**src/rtl/line_col_buffer.sv**
```systemverilog
module line_col_buffer #(
  parameter int PIX_W = 16,
  parameter int IMG_W = 8,
  parameter int IMG_H = 6
) (
  input  logic             clk,
  input  logic             rst_n,
  input  logic             in_valid,
  input  logic [PIX_W-1:0] in_pix,
  output logic             in_ready,
  output logic             out_valid,
  input  logic             out_ready,
  output logic [PIX_W-1:0] out_row0,
  output logic [PIX_W-1:0] out_row1,
  output logic [PIX_W-1:0] out_row2,
  output logic [PIX_W-1:0] out_row3,
  output logic [PIX_W-1:0] out_row4,
  output logic             frame_done
);
  localparam int LINES = 4;
  localparam int COL_W = (IMG_W > 1) ? $clog2(IMG_W) : 1;
  localparam int ROW_W = $clog2(IMG_H);

  logic [PIX_W-1:0] line_q [LINES][IMG_W];
  logic [COL_W-1:0] col_q;
  logic [ROW_W-1:0] row_q;

  wire accept  = in_valid & in_ready;
  wire col_end = (col_q == COL_W'(IMG_W-1));
  wire row_end = (row_q == ROW_W'(IMG_H-1));

  assign in_ready = ~out_valid | out_ready;

  always_ff @(posedge clk) begin
    if (!rst_n) begin
      col_q <= '0;
      row_q <= ROW_W'(2);
    end else if (accept) begin
      col_q <= col_end ? '0 : col_q + 1'b1;
      if (col_end)
        row_q <= row_end ? ROW_W'(2) : row_q + 1'b1;
    end
  end

  generate
    for (genvar g = 0; g < LINES; g++) begin : g_line
      always_ff @(posedge clk) begin
        if (!rst_n) begin
          for (int c = 0; c < IMG_W; c++) line_q[g][c] <= '0;
        end else if (accept) begin
          if (g == LINES-1) line_q[g][col_q] <= in_pix;
          else              line_q[g][col_q] <= line_q[(g+1)%LINES][col_q];
        end
      end
    end
  endgenerate

  always_ff @(posedge clk) begin
    if (!rst_n) begin
      out_valid  <= 1'b0;
      frame_done <= 1'b0;
      out_row0   <= '0;
      out_row1   <= '0;
      out_row2   <= '0;
      out_row3   <= '0;
      out_row4   <= '0;
    end else begin
      frame_done <= accept & col_end & row_end;
      if (accept) begin
        out_valid <= 1'b1;
        out_row0  <= line_q[0][col_q];
        out_row1  <= line_q[1][col_q];
        out_row2  <= line_q[2][col_q];
        out_row3  <= line_q[3][col_q];
        out_row4  <= in_pix;
      end else if (out_ready) begin
        out_valid <= 1'b0;
      end
    end
  end
endmodule

```
**config.mk**
```make
export PLATFORM = sky130hd
export DESIGN_NAME = line_col_buffer
export DESIGN_NICKNAME = d
export VERILOG_FILES = /design/src/rtl/line_col_buffer.sv
export SDC_FILE = /design/constraint.sdc
export NUM_CORES = 1
export LEC_CHECK = 0
export ABC_AREA = 1
export ABC_CLOCK_PERIOD_IN_PS = 4200
export CAP_MARGIN = 25
export CORE_ASPECT_RATIO = 0.9
export CORE_MARGIN = 1
export CORE_UTILIZATION = 30
export DETAILED_ROUTE_END_ITERATION = 6
export GPL_ROUTABILITY_DRIVEN = 0
export PLACE_DENSITY = 0.41
export REMOVE_ABC_BUFFERS = 1
export SYNTH_ARGS = -nofsm -noshare
export SYNTH_HDL_FRONTEND = slang
export SYNTH_SLANG_ARGS = --single-unit
```
**constraint.sdc**
```tcl
create_clock -name clk -period 4.2 [get_ports clk]
set_input_delay 1.26 -clock clk [delete_from_list [all_inputs] [get_ports clk]]
set_output_delay 1.26 -clock clk [all_outputs]
set_load 0.02 [all_outputs]
```
---- After elaboration in Yosys (flattened, before gate mapping) ----
Memory sizes are Yosys's and may differ from the RTL's.
Index checks and enable logic that the tools add are counted.
word-level totals
  flip-flop bits (word level) ............. 88
  RAM bits ................................ 512
  output and inout port bits .............. 83
  memories ................................ 1
memory list
  memory  depth  width  rd ports  clocked after Yosys merged registers in  write ports  line  source
  line_q  4      128    4         0                                        4            24    logic [PIX_W-1:0] line_q [LINES][IMG_W];
operators by class
  $add $sub $neg .......................... 2
  $lt $le $gt $ge ......................... 2
  eq/ne operators ......................... 2
  muxes and demuxes ....................... 534
  bitwise operators ....................... 518
  reductions and logical operators ........ 3
operator list
  operator                                                   count
  2-to-1 mux 1 bit                                           517
  OR 1 bit                                                   513
  binary-select mux 16 bit (select 3 bit)                    4
  2-to-1 mux 16 bit                                          9
  2-to-1 mux 128 bit                                         1
  demux 16 bit (select 3 bit)                                1
  adder 3 x 1 -> 3 bit (second input constant)               2
  equality test 3 bit (second input constant)                2
  2-to-1 mux 3 bit                                           2
  greater-or-equal comparator 4 bit (second input constant)  1
  < comparator 4 x 1 -> 1 bit (second input constant)        1
  NOT 3 -> 4 bit                                             1
  bitwise AND 1 bit                                          3
  AND reduction 2 bit                                        1
  nonzero test 2 bit                                         1
  logical AND 1 bit                                          1
  NOT 1 bit                                                  1

---- Longest topological paths before layout ----
Gate-level depths: netlist (run 1).
  depth after elaboration ................. 7
  gate-level depth with buffers ........... 10
  depth with buffers taken out ............ 8

---- Worst setup path after synthesis (run 1) ----
OpenSTA, ideal clock, no wires.
  kind .................................... input to register
  start point ............................. input port out_ready
  end point ............................... memory line_q[0][112] (netlist name) (enable)
  setup time .............................. 0.424 ns
  arrival ................................. 3.609 ns
  data required time ...................... 3.776 ns
  slack ................................... 0.168 ns
  stages on the path ...................... 10
  buffers on the path ..................... 2
  path through ............................ inv_1 -> nand2_2 -> nand2_4 -> inv_2 -> nand2_2 -> nor2_2 -> nand2_1 -> buf_2 -> buf_2 -> nand2_1
RTL lines
  element             line  source
  start: declaration  12    input logic out_ready,
  end: declaration    24

---- Worst setup path after layout (run 1) ----
  start point ............................. input port out_ready
  end point ............................... output port in_ready
on the way
  longest elaborated chain between the ends .. 1
RTL lines
  element           line  source
  OR 1 bit          32    assign in_ready = ~out_valid | out_ready;
  end: declaration  10    output logic in_ready,
No other way between the ends.

==> results by group, run 1 <==
Status
  – Outcome: finished clean

Layout
  – Fill cells: approximately 9,000
  – Ratio of cells with drive above 1 in the final layout: 0.0862
  – # nets final: 3,002
  – Most common cell after layout, fill and taps aside: nand2_1
  – Fin cells: 4,204
  – Antenna Cells: 0
  – Most frequent cells in the layout: 579 x nand2_1, 578 x nor2_1, 512 x edfxtp_1
  – Area grow syn2layout: 18.2%

Clocking
  – CTS tree: built
  – H-tree depth: 3
  – Hold_buf cts: 0
  – PostCTS Resize Cnt: 0
  – Clock sink count: 600
  – Clock transition at path regs: roughly 0.06 ns
  – CTS Buffer Depth: 3
  – Setup repair bufs after CTS: 0
  – Total CTS buffers: roughly 70
  – Clk root buf: clkbuf_16
  – Clk_lat worst skew: around 0.63 ns

Die
  – Core Area: around 89,000 sq um
  – Die W: 318 microns
  – Die height: 287 microns
  – Die area: around 91,000 sq um
  – Io pins: 103
  – Num rows: between 100 and 150
  – Initial Utilization: 0.303

Placement
  – Port bufs: about 100
  – Inst Count DP: approximately 4,100
  – Detailed placement HPWL: between 30 and 40 mm

Pwr
  – Clock power frac: 0.420
  – Cell internal pwr: 11,100 uW
  – Switching portion of total power: 0.268
  – Lkg Pwr: 0.0135 uW
  – Combinational share of power: 0.127
  – Power per cell area: 476 nW/um^2
  – Max IR drop VDD: roughly 0.27 mV
  – NetSw: between 4000 and 5000 uW
  – Share of total power in sequential cells: 0.453

Timing
  – WHS: between 0.5 and 0.6 ns
  – Final setup viols: 0
  – Slew headroom: 0.303
  – Clock skew: between 0.02 and 0.03 ns
  – F_max: between 200 and 300 MHz
  – RSZ-0062 raised after global routing: no
  – Max-slew violation count: 0
  – Crit path time final: around 3.7 ns
  – Worst Max-Slew Pin Slew: roughly 1.0 ns
  – Final Hold Fails: 0
  – Period utilization: 0.890

Logic synthesis
  – Post-synth cell types: 25
  – Synth Register Bits: 600
  – Syn avg cell area: 9.25 sq um
  – Number of synthesis warnings: 0
  – Syn Std Cell Area: about 27,000 sq um
  – Gate Count Post-Synth: a little under 3,000
  – Sequential cell area fraction in the yosys report: 0.634

Detailed routing
  – DRT Pass-1 Iters: 5
  – Detail Route Antenna Nets: 0
  – DRC Markers: 0
  – Wire per inst: between 15 and 20 microns
  – Initial drt markers: between 1,000 and 1,500
  – Vias post-DR: between 15,000 and 20,000
  – Drt total wl: 76.8 mm
  – Vias/cell: around 4.5

Critical path
  – Critical Path End: in_ready
  – CP endpoint kind: output port
  – Register-to-Register Path Depth: 7
  – Crit path max-delay family: buffers and inverters
  – Crit start category: input pin
  – Crit path required time: around 3 ns
  – Worst path bufs/invs: 3
  – Largest stage delay, worst path: 0.62 ns
  – R2r endpoint: line_q[0][157]
  – Crit path from: out_ready
  – Slowest stage cell, crit path: clkdlybuf4s50_1
  – Worst-path cell chain: clkdlybuf4s50_1 -> inv_1 -> nand2_2 -> clkdlybuf4s50_1
  – CP Class: in -> out
  – Worst reg-to-reg setup slack: 1.29 ns
  – Arrival @ worst endpoint: approximately 2.5 ns
  – Launch point of the worst reg-to-reg path: col_q[1]
  – Critical Path Most Common Cell: clkdlybuf4s50_1
  – CP Max Fanout: 3
  – Stages on worst setup path: 4

Job
  – Max cap viols: 0

GRT
  – GRT Util Overall: 0.169
  – Initial antenna violation count: 0
  – Vias in the first global route: between 15,000 and 20,000
  – First-pass GRT wire length: roughly 120 mm
  – GRT overflow: 0
  – Largest net degree at the start of global routing: ~190

Worst hold path
  – Hold Path Class: reg -> reg
-- cell type report --
cell class | instances | area (sq um) | area share
flip-flops and latches | 600 | 17100 | 0.537
multi-input cells | 1681 | 7450 | 0.233
clock buffers | 104 | 2050 | 0.0643
inverters | 474 | 1790 | 0.0560
repair buffers | 149 | 1700 | 0.0531
well taps | 1166 | 1460 | 0.0457
clock inverters | 30 | 355 | 0.0111
-- stage by stage --
stage | total power, uW | setup slack (ns) | TNS, ns | instance area (sq um) | utilization
2_1_floorplan | 8200 | -8.24 | -6442.68 | 26200 | -
3_3_place_gp | 8960 | 0.422 | 0 | 29500 | 0.331
3_5_place_dp | 8980 | 0.442 | 0 | 29500 | 0.331
4_1_cts | 15400 | 0.447 | 0 | 31900 | 0.358
5_1_grt | 15800 | 0.425 | 0 | 31900 | 0.358
6_report | 15200 | 0.460 | 0 | 31900 | 0.358
-- worst min path at each step --
| stage | slack [ns] | from | cells after the start | end |
|---|---|---|---|---|
| after CTS | 0.52 | row_q[0] | 2 | row_q[0] |
| final | 0.52 | row_q[1] | 2 | row_q[1] |
| after floorplan | 0.47 | row_q[1] | 2 | row_q[1] |
| after global routing | 0.56 | row_q[1] | 2 | row_q[1] |
| after detailed placement | 0.51 | row_q[0] | 2 | row_q[0] |
| after global placement | 0.48 | row_q[2] | 2 | row_q[2] |
-- power groups by stage --
stage          Combinational, uW  Sequential (uW)  Clock [uW]
2_1_floorplan               1060             7140           0
3_3_place_gp                1960             7000           0
3_5_place_dp                1970             7010           0
4_1_cts                     1980             6890        6560
5_1_grt                     2140             6920        6770
6_report                    1930             6890        6380
-- metal layers --
layer	share of wire	global-route usage	vias up
met5	0	0	-
met4	0.019	0.0397	0
met3	0.037	0.0258	84
met2	0.46	0.281	342
met1	0.48	0.233	9072
li1	-	-	9326
-- synthesized netlist by cell type --
master    count  share of area
nand2_1     595          0.083
dfxtp_1      88          0.065
nor3_1        1        0.00019
nand2_2       3        0.00069
buf_2       106          0.020
or2_2        31         0.0072
inv_2         3        0.00042
nor2_2       16         0.0037
buf_4         9         0.0025
nor2_4       35          0.015
edfxtp_1    512           0.57
o211ai_1     16         0.0044
o21ai_0      84          0.016
nor2_1      580          0.081
or2_0         1        0.00023
nand2_4       1        0.00042
buf_1         7        0.00097
nand3b_1      1        0.00028
inv_1       455          0.063
a21oi_1      71          0.013
ha_1          4         0.0019
clkbuf_1     44         0.0061
clkinv_1     16         0.0022
xor2_1        1        0.00032
nand3_1     241          0.045
-- cells by family (layout without fill, tap and decap cells) --
logic type,after synthesis,after routing,synth area share
AOI/OAI and AO/OA,171,171,0.0332
xor gates and xnor gates,1,1,0.000324
adders and majority gates,4,4,0.00185
buffers and inverters,640,757,0.0951
DFF,600,600,0.634
and+or+nand+nor,1505,1505,0.235
-- registers in the layout (all words and copies together), names as in the netlist --
| name | count |
|---|---|
| out_row0 | 16 |
| col_q | 3 |
| out_valid | 1 |
| out_row3 | 16 |
| frame_done | 1 |
| out_row2 | 16 |
| row_q | 3 |
| line_q | 512 |
| out_row1 | 16 |
| out_row4 | 16 |
-- worst min-delay path: cells and delay by family, from the launching register on --
kind / cells / cell delay (ns)
AOI/OAI and AO/OA: 2 / 0.14
DFF: 1 / 0.35
(Power assumes the default switching activity.)
==> inputs of run 2 (changes only) <==
--- a/config.mk
+++ b/config.mk
@@ -7,5 +7,5 @@
 export LEC_CHECK = 0
 export ABC_AREA = 1
-export ABC_CLOCK_PERIOD_IN_PS = 4200
+export ABC_CLOCK_PERIOD_IN_PS = 4400
 export CAP_MARGIN = 25
 export CORE_ASPECT_RATIO = 0.9
==> constraint.sdc (replaced) <==
create_clock -name clk -period 4.4 [get_ports clk]
set_input_delay 0.88 -clock clk [delete_from_list [all_inputs] [get_ports clk]]
set_output_delay 0.88 -clock clk [all_outputs]
set_load 0.02 [all_outputs]
==> results by group, run 2 (synthesis results as in run 1) <==
Placement
  – Detailed placement HPWL: a little over 40 mm
  – Post-DP Area: 29,300 sq um
  – Inst Count DP: 4,061
  – Port bufs: around 100
  – Worst slack, placed: around 0.91 ns

Detailed routing
  – Drt total wl: about 76 mm
  – Initial drt markers: between 1,000 and 1,500
  – Vias post-DR: 18,900
  – DRC Markers: 0
  – Detail Route Antenna Nets: 0
  – Wire per inst: between 15 and 20 microns
  – Vias/cell: 4.52
  – DRT Pass-1 Iters: 5

GRT
  – Largest net degree at the start of global routing: around 160
  – Initial antenna violation count: 0
  – Vias in the first global route: 18,500
  – First-pass GRT wire length: 116 mm
  – GRT Util Overall: 0.167
  – GRT overflow: 0

Timing
  – Crit path time final: 2.99 ns
  – Period utilization: 0.680
  – Final Hold Fails: 0
  – Final worst setup slack: ~1.4 ns
  – F_max: around 330 MHz
  – RSZ-0062 raised after global routing: no
  – Max-slew violation count: 0
  – Setup_tns: 0 ns
  – Clock skew: 0.0270 ns
  – Slew headroom: 0.279
  – Final setup viols: 0
  – Worst Max-Slew Pin Slew: about 1.1 ns

Critical path
  – Critical Path Most Common Cell: clkdlybuf4s50_1
  – Slowest stage cell, crit path: clkdlybuf4s50_1
  – Crit path required time: between 3 and 4 ns
  – CP Max Fanout: 3
  – CP Class: in -> out
  – Crit start category: input pin
  – CP endpoint kind: output port
  – Arrival @ worst endpoint: 2.11 ns
  – Worst-path cell chain: clkdlybuf4s50_1 -> inv_1 -> nand2_2 -> clkdlybuf4s50_1
  – Largest stage delay, worst path: a little over 0.6 ns

Die
  – Io pins: 103
  – Core Area: around 89,000 sq um
  – Die W: 318 microns
  – Initial Utilization: 0.303
  – Die height: approximately 290 microns
  – Num rows: 104
  – Die area: a little over 90,000 sq um

Layout
  – Largest register FFs: between 500 and 600
  – Most frequent cells in the layout: 579 x nand2_1, 578 x nor2_1, 512 x edfxtp_1
  – Antenna Cells: 0
  – # nets final: 2,992
  – Ratio of cells with drive above 1 in the final layout: 0.0794
  – Top reg by flops: line_q
  – Non-Filler Cell Area, Final: between 30,000 and 40,000 sq um
  – Area grow syn2layout: 16.5%
  – Fin cells: ~4,200
  – Most common cell after layout, fill and taps aside: nand2_1

Clocking
  – H-tree depth: 3
  – Clock transition at path regs: ~0.06 ns
  – Clk root buf: clkbuf_16
  – CTS Buffer Depth: 3
  – PostCTS Resize Cnt: 0
  – Clock sink count: 600
  – Hold_buf cts: 0
  – Setup repair bufs after CTS: 0
  – Total CTS buffers: just over 70
  – CTS tree: built
  – Clk_lat worst skew: between 0.6 and 0.7 ns

Pwr
  – Lkg Pwr: between 0.01 and 0.015 uW
  – Max IR drop VDD: 0.265 mV
  – Power per cell area: 446 nW/um^2

Status
  – Outcome: finished clean

Worst hold path
  – Hold Path Class: reg -> reg

Job
  – Max cap viols: 0
[run 2: worst max-delay path, delay by kind of cell]
kind,cells,cell delay (ns)
AND/OR/NAND/NOR,1,0.09
buffers and inverters,3,1.14
[run 2: path summary, 6_finish.rpt]
kind         startpoint       endpoint  slack (ns)  depth (start not counted)
min reg2reg    row_q[0]       row_q[0]        0.52                          2
max reg2reg    col_q[1]  line_q[0][30]        1.45                          5
max           out_ready       in_ready        1.41                          4
min            row_q[0]       row_q[0]        0.52                          2
[run 2: through the flow]
stage               power, uW  utilization  hold WS (ns)
detailed placement       8570        0.328         0.513
floorplan                7830            -         0.469
global route            14600        0.352         0.552
finish                  14000        0.352         0.518
global placement         8540        0.328         0.477
CTS                     14300        0.352         0.523
[run 2: final cells by class]
cell class,instances,area [sq um]
clock buffers,104,1970
clock inverters,24,201
fillers,9136,57800
inverters,474,1790
multi-input cells,1681,7450
flip-flops and latches,600,17100
well taps,1166,1460
repair buffers,140,1450
[run 2: power breakdown]
group          internal (uW)  switching (uW)  total (uW)  leakage (uW)
registers               6480            93.5        6570       0.00603
clock network           3190            2440        5630       0.00105
logic                    503            1330        1830       0.00621
total                  10200            3860       14000        0.0133
[run 2: per-layer routing]
layer  global-route usage  vias to the layer above  routed length, microns
met5                    0                        -                       0
met4               0.0435                        0                    1640
met3               0.0247                      101                    2850
met2                0.270                      329                   34600
met1                0.233                     9223                   36800
li1                     -                     9279                       -
==> inputs of run 3 (changes only) <==
Settings changed: ABC_CLOCK_PERIOD_IN_PS 4400 to 2800.
Clock period 4.4 ns to 2.8 ns, I/O delays scaled along.
==> results by group, run 3 (synthesis results as in run 1) <==
Status
  – Outcome: finished clean

Layout
  – Area occupied by multi-input gates: about 7400 sq um
  – Fin cells: roughly 4,200
  – Antenna Cells: 0
  – Most common cell after layout, fill and taps aside: nand2_1
  – Register Area: between 15,000 and 20,000 sq um
  – Most frequent cells in the layout: 579 x nand2_1, 578 x nor2_1, 512 x edfxtp_1
  – Top reg by flops: line_q
  – # nets final: around 3,000
  – Largest register FFs: 512
  – Ratio of cells with drive above 1 in the final layout: 0.0915
  – Non-Filler Cell Area, Final: ~32,000 sq um
  – Fill cells: between 9,000 and 10,000
  – Area grow syn2layout: 19.3%
  – Final Util: 0.361

Timing
  – Crit path time final: ~2.4 ns
  – Final worst setup slack: around 0.45 ns
  – Slew headroom: 0.570
  – Final setup viols: 0
  – F_max: approximately 430 MHz
  – Final Hold Fails: 0
  – Worst Max-Slew Pin Slew: between 0.6 and 0.7 ns
  – Max-slew violation count: 0
  – RSZ-0062 raised after global routing: no
  – Setup_tns: 0 ns
  – Period utilization: 0.840
  – Clock skew: around 0.03 ns

Detailed routing
  – Detail Route Antenna Nets: 0
  – Vias post-DR: roughly 19,000
  – Wire per inst: approximately 18 microns
  – Vias/cell: about 4.5
  – Initial drt markers: between 1,000 and 1,500
  – DRC Markers: 0
  – Drt total wl: roughly 76 mm
  – DRT Pass-1 Iters: 5

Clocking
  – CTS tree: built
  – Clk root buf: clkbuf_16
  – Clock transition at path regs: around 0.05 ns
  – PostCTS Resize Cnt: 0
  – Total CTS buffers: 73
  – CTS Buffer Depth: 3
  – Clk_lat worst skew: about 0.62 ns
  – Clock sink count: 600
  – Hold_buf cts: 0
  – Setup repair bufs after CTS: 0
  – H-tree depth: 3

Placement
  – Post-DP Area: approximately 30,000 sq um
  – Worst slack, placed: between 0.1 and 0.15 ns
  – Detailed placement HPWL: ~42 mm
  – Inst Count DP: around 4,100
  – Port bufs: ~100

Pwr
  – Lkg Pwr: ~0.014 uW
  – Power per cell area: approximately 700 nW/um^2
  – Max IR drop VDD: about 0.39 mV

Worst hold path
  – Hold Path Cell Cnt: 2
  – Hold Path Class: reg -> reg

Critical path
  – Crit start category: input pin
  – Register-to-Register Path Depth: 8
  – Arrival @ worst endpoint: between 1.5 and 2 ns
  – CP Max Fanout: 3
  – CP Class: in -> out
  – CP endpoint kind: output port
  – Crit path required time: around 2.2 ns

GRT
  – Vias in the first global route: approximately 19,000
  – Largest net degree at the start of global routing: roughly 160
  – GRT Util Overall: 0.169
  – GRT overflow: 0
  – First-pass GRT wire length: roughly 120 mm
  – Initial antenna violation count: 0

Job
  – Max cap viols: 0

Die
  – Io pins: ~100
  – Initial Utilization: 0.303
  – Core Area: 89,300 sq um
  – Die height: ~290 microns
  – Die W: between 300 and 400 microns
  – Num rows: between 100 and 150
  – Die area: between 90,000 and 100,000 sq um
## run 3: cell count changes in the layout (fill, tap and decap cells not counted), sizes merged
cell and change:
inv -1, bufinv +3, clkbuf -3, buf +31, clkinv +7, clkinvlp -1
## run 3: path summary, 6_finish.rpt
path	startpoint	end	slack [ns]
worst max-delay path	out_ready	in_ready	0.45
worst min-delay path	row_q[0]	row_q[0]	0.51
worst max register to register	col_q[0]	line_q[0][71]	0.48
worst min register to register	row_q[0]	row_q[0]	0.51
## run 3: layer usage
metal,part of all wire,global-route usage,up-vias
met5,0,0,-
met4,0.020,0.0450,0
met3,0.040,0.0235,106
met2,0.45,0.274,348
met1,0.49,0.237,9159
li1,-,-,9350
## run 3: through the flow
step                power (uW)  hold slack [ns]
global route             23600            0.558
finish                   22600            0.511
global placement         13500            0.477
floorplan                12300            0.469
detailed placement       13500            0.507
CTS                      23000            0.512
## run 3: critical path, cell delays in order
cell	delay, ns
clkdlybuf4s50_1	0.46
inv_1	0.05
nand2_2	0.09
clkdlybuf4s50_1	0.63
## run 3: area by class of cell
cell class                      instances  area share
Clock inverter                         32     0.00827
Inverter                              474      0.0555
Clock buffer                          101      0.0638
Sequential cell                       600       0.532
Timing Repair Buffer                  171      0.0640
Tap cell                             1166      0.0453
Multi-Input combinational cell       1681       0.231
## run 3: where the power goes
group / internal, uW / switching (uW)
logic: 879 / 2070
registers: 10200 / 155
clock network: 5490 / 3810
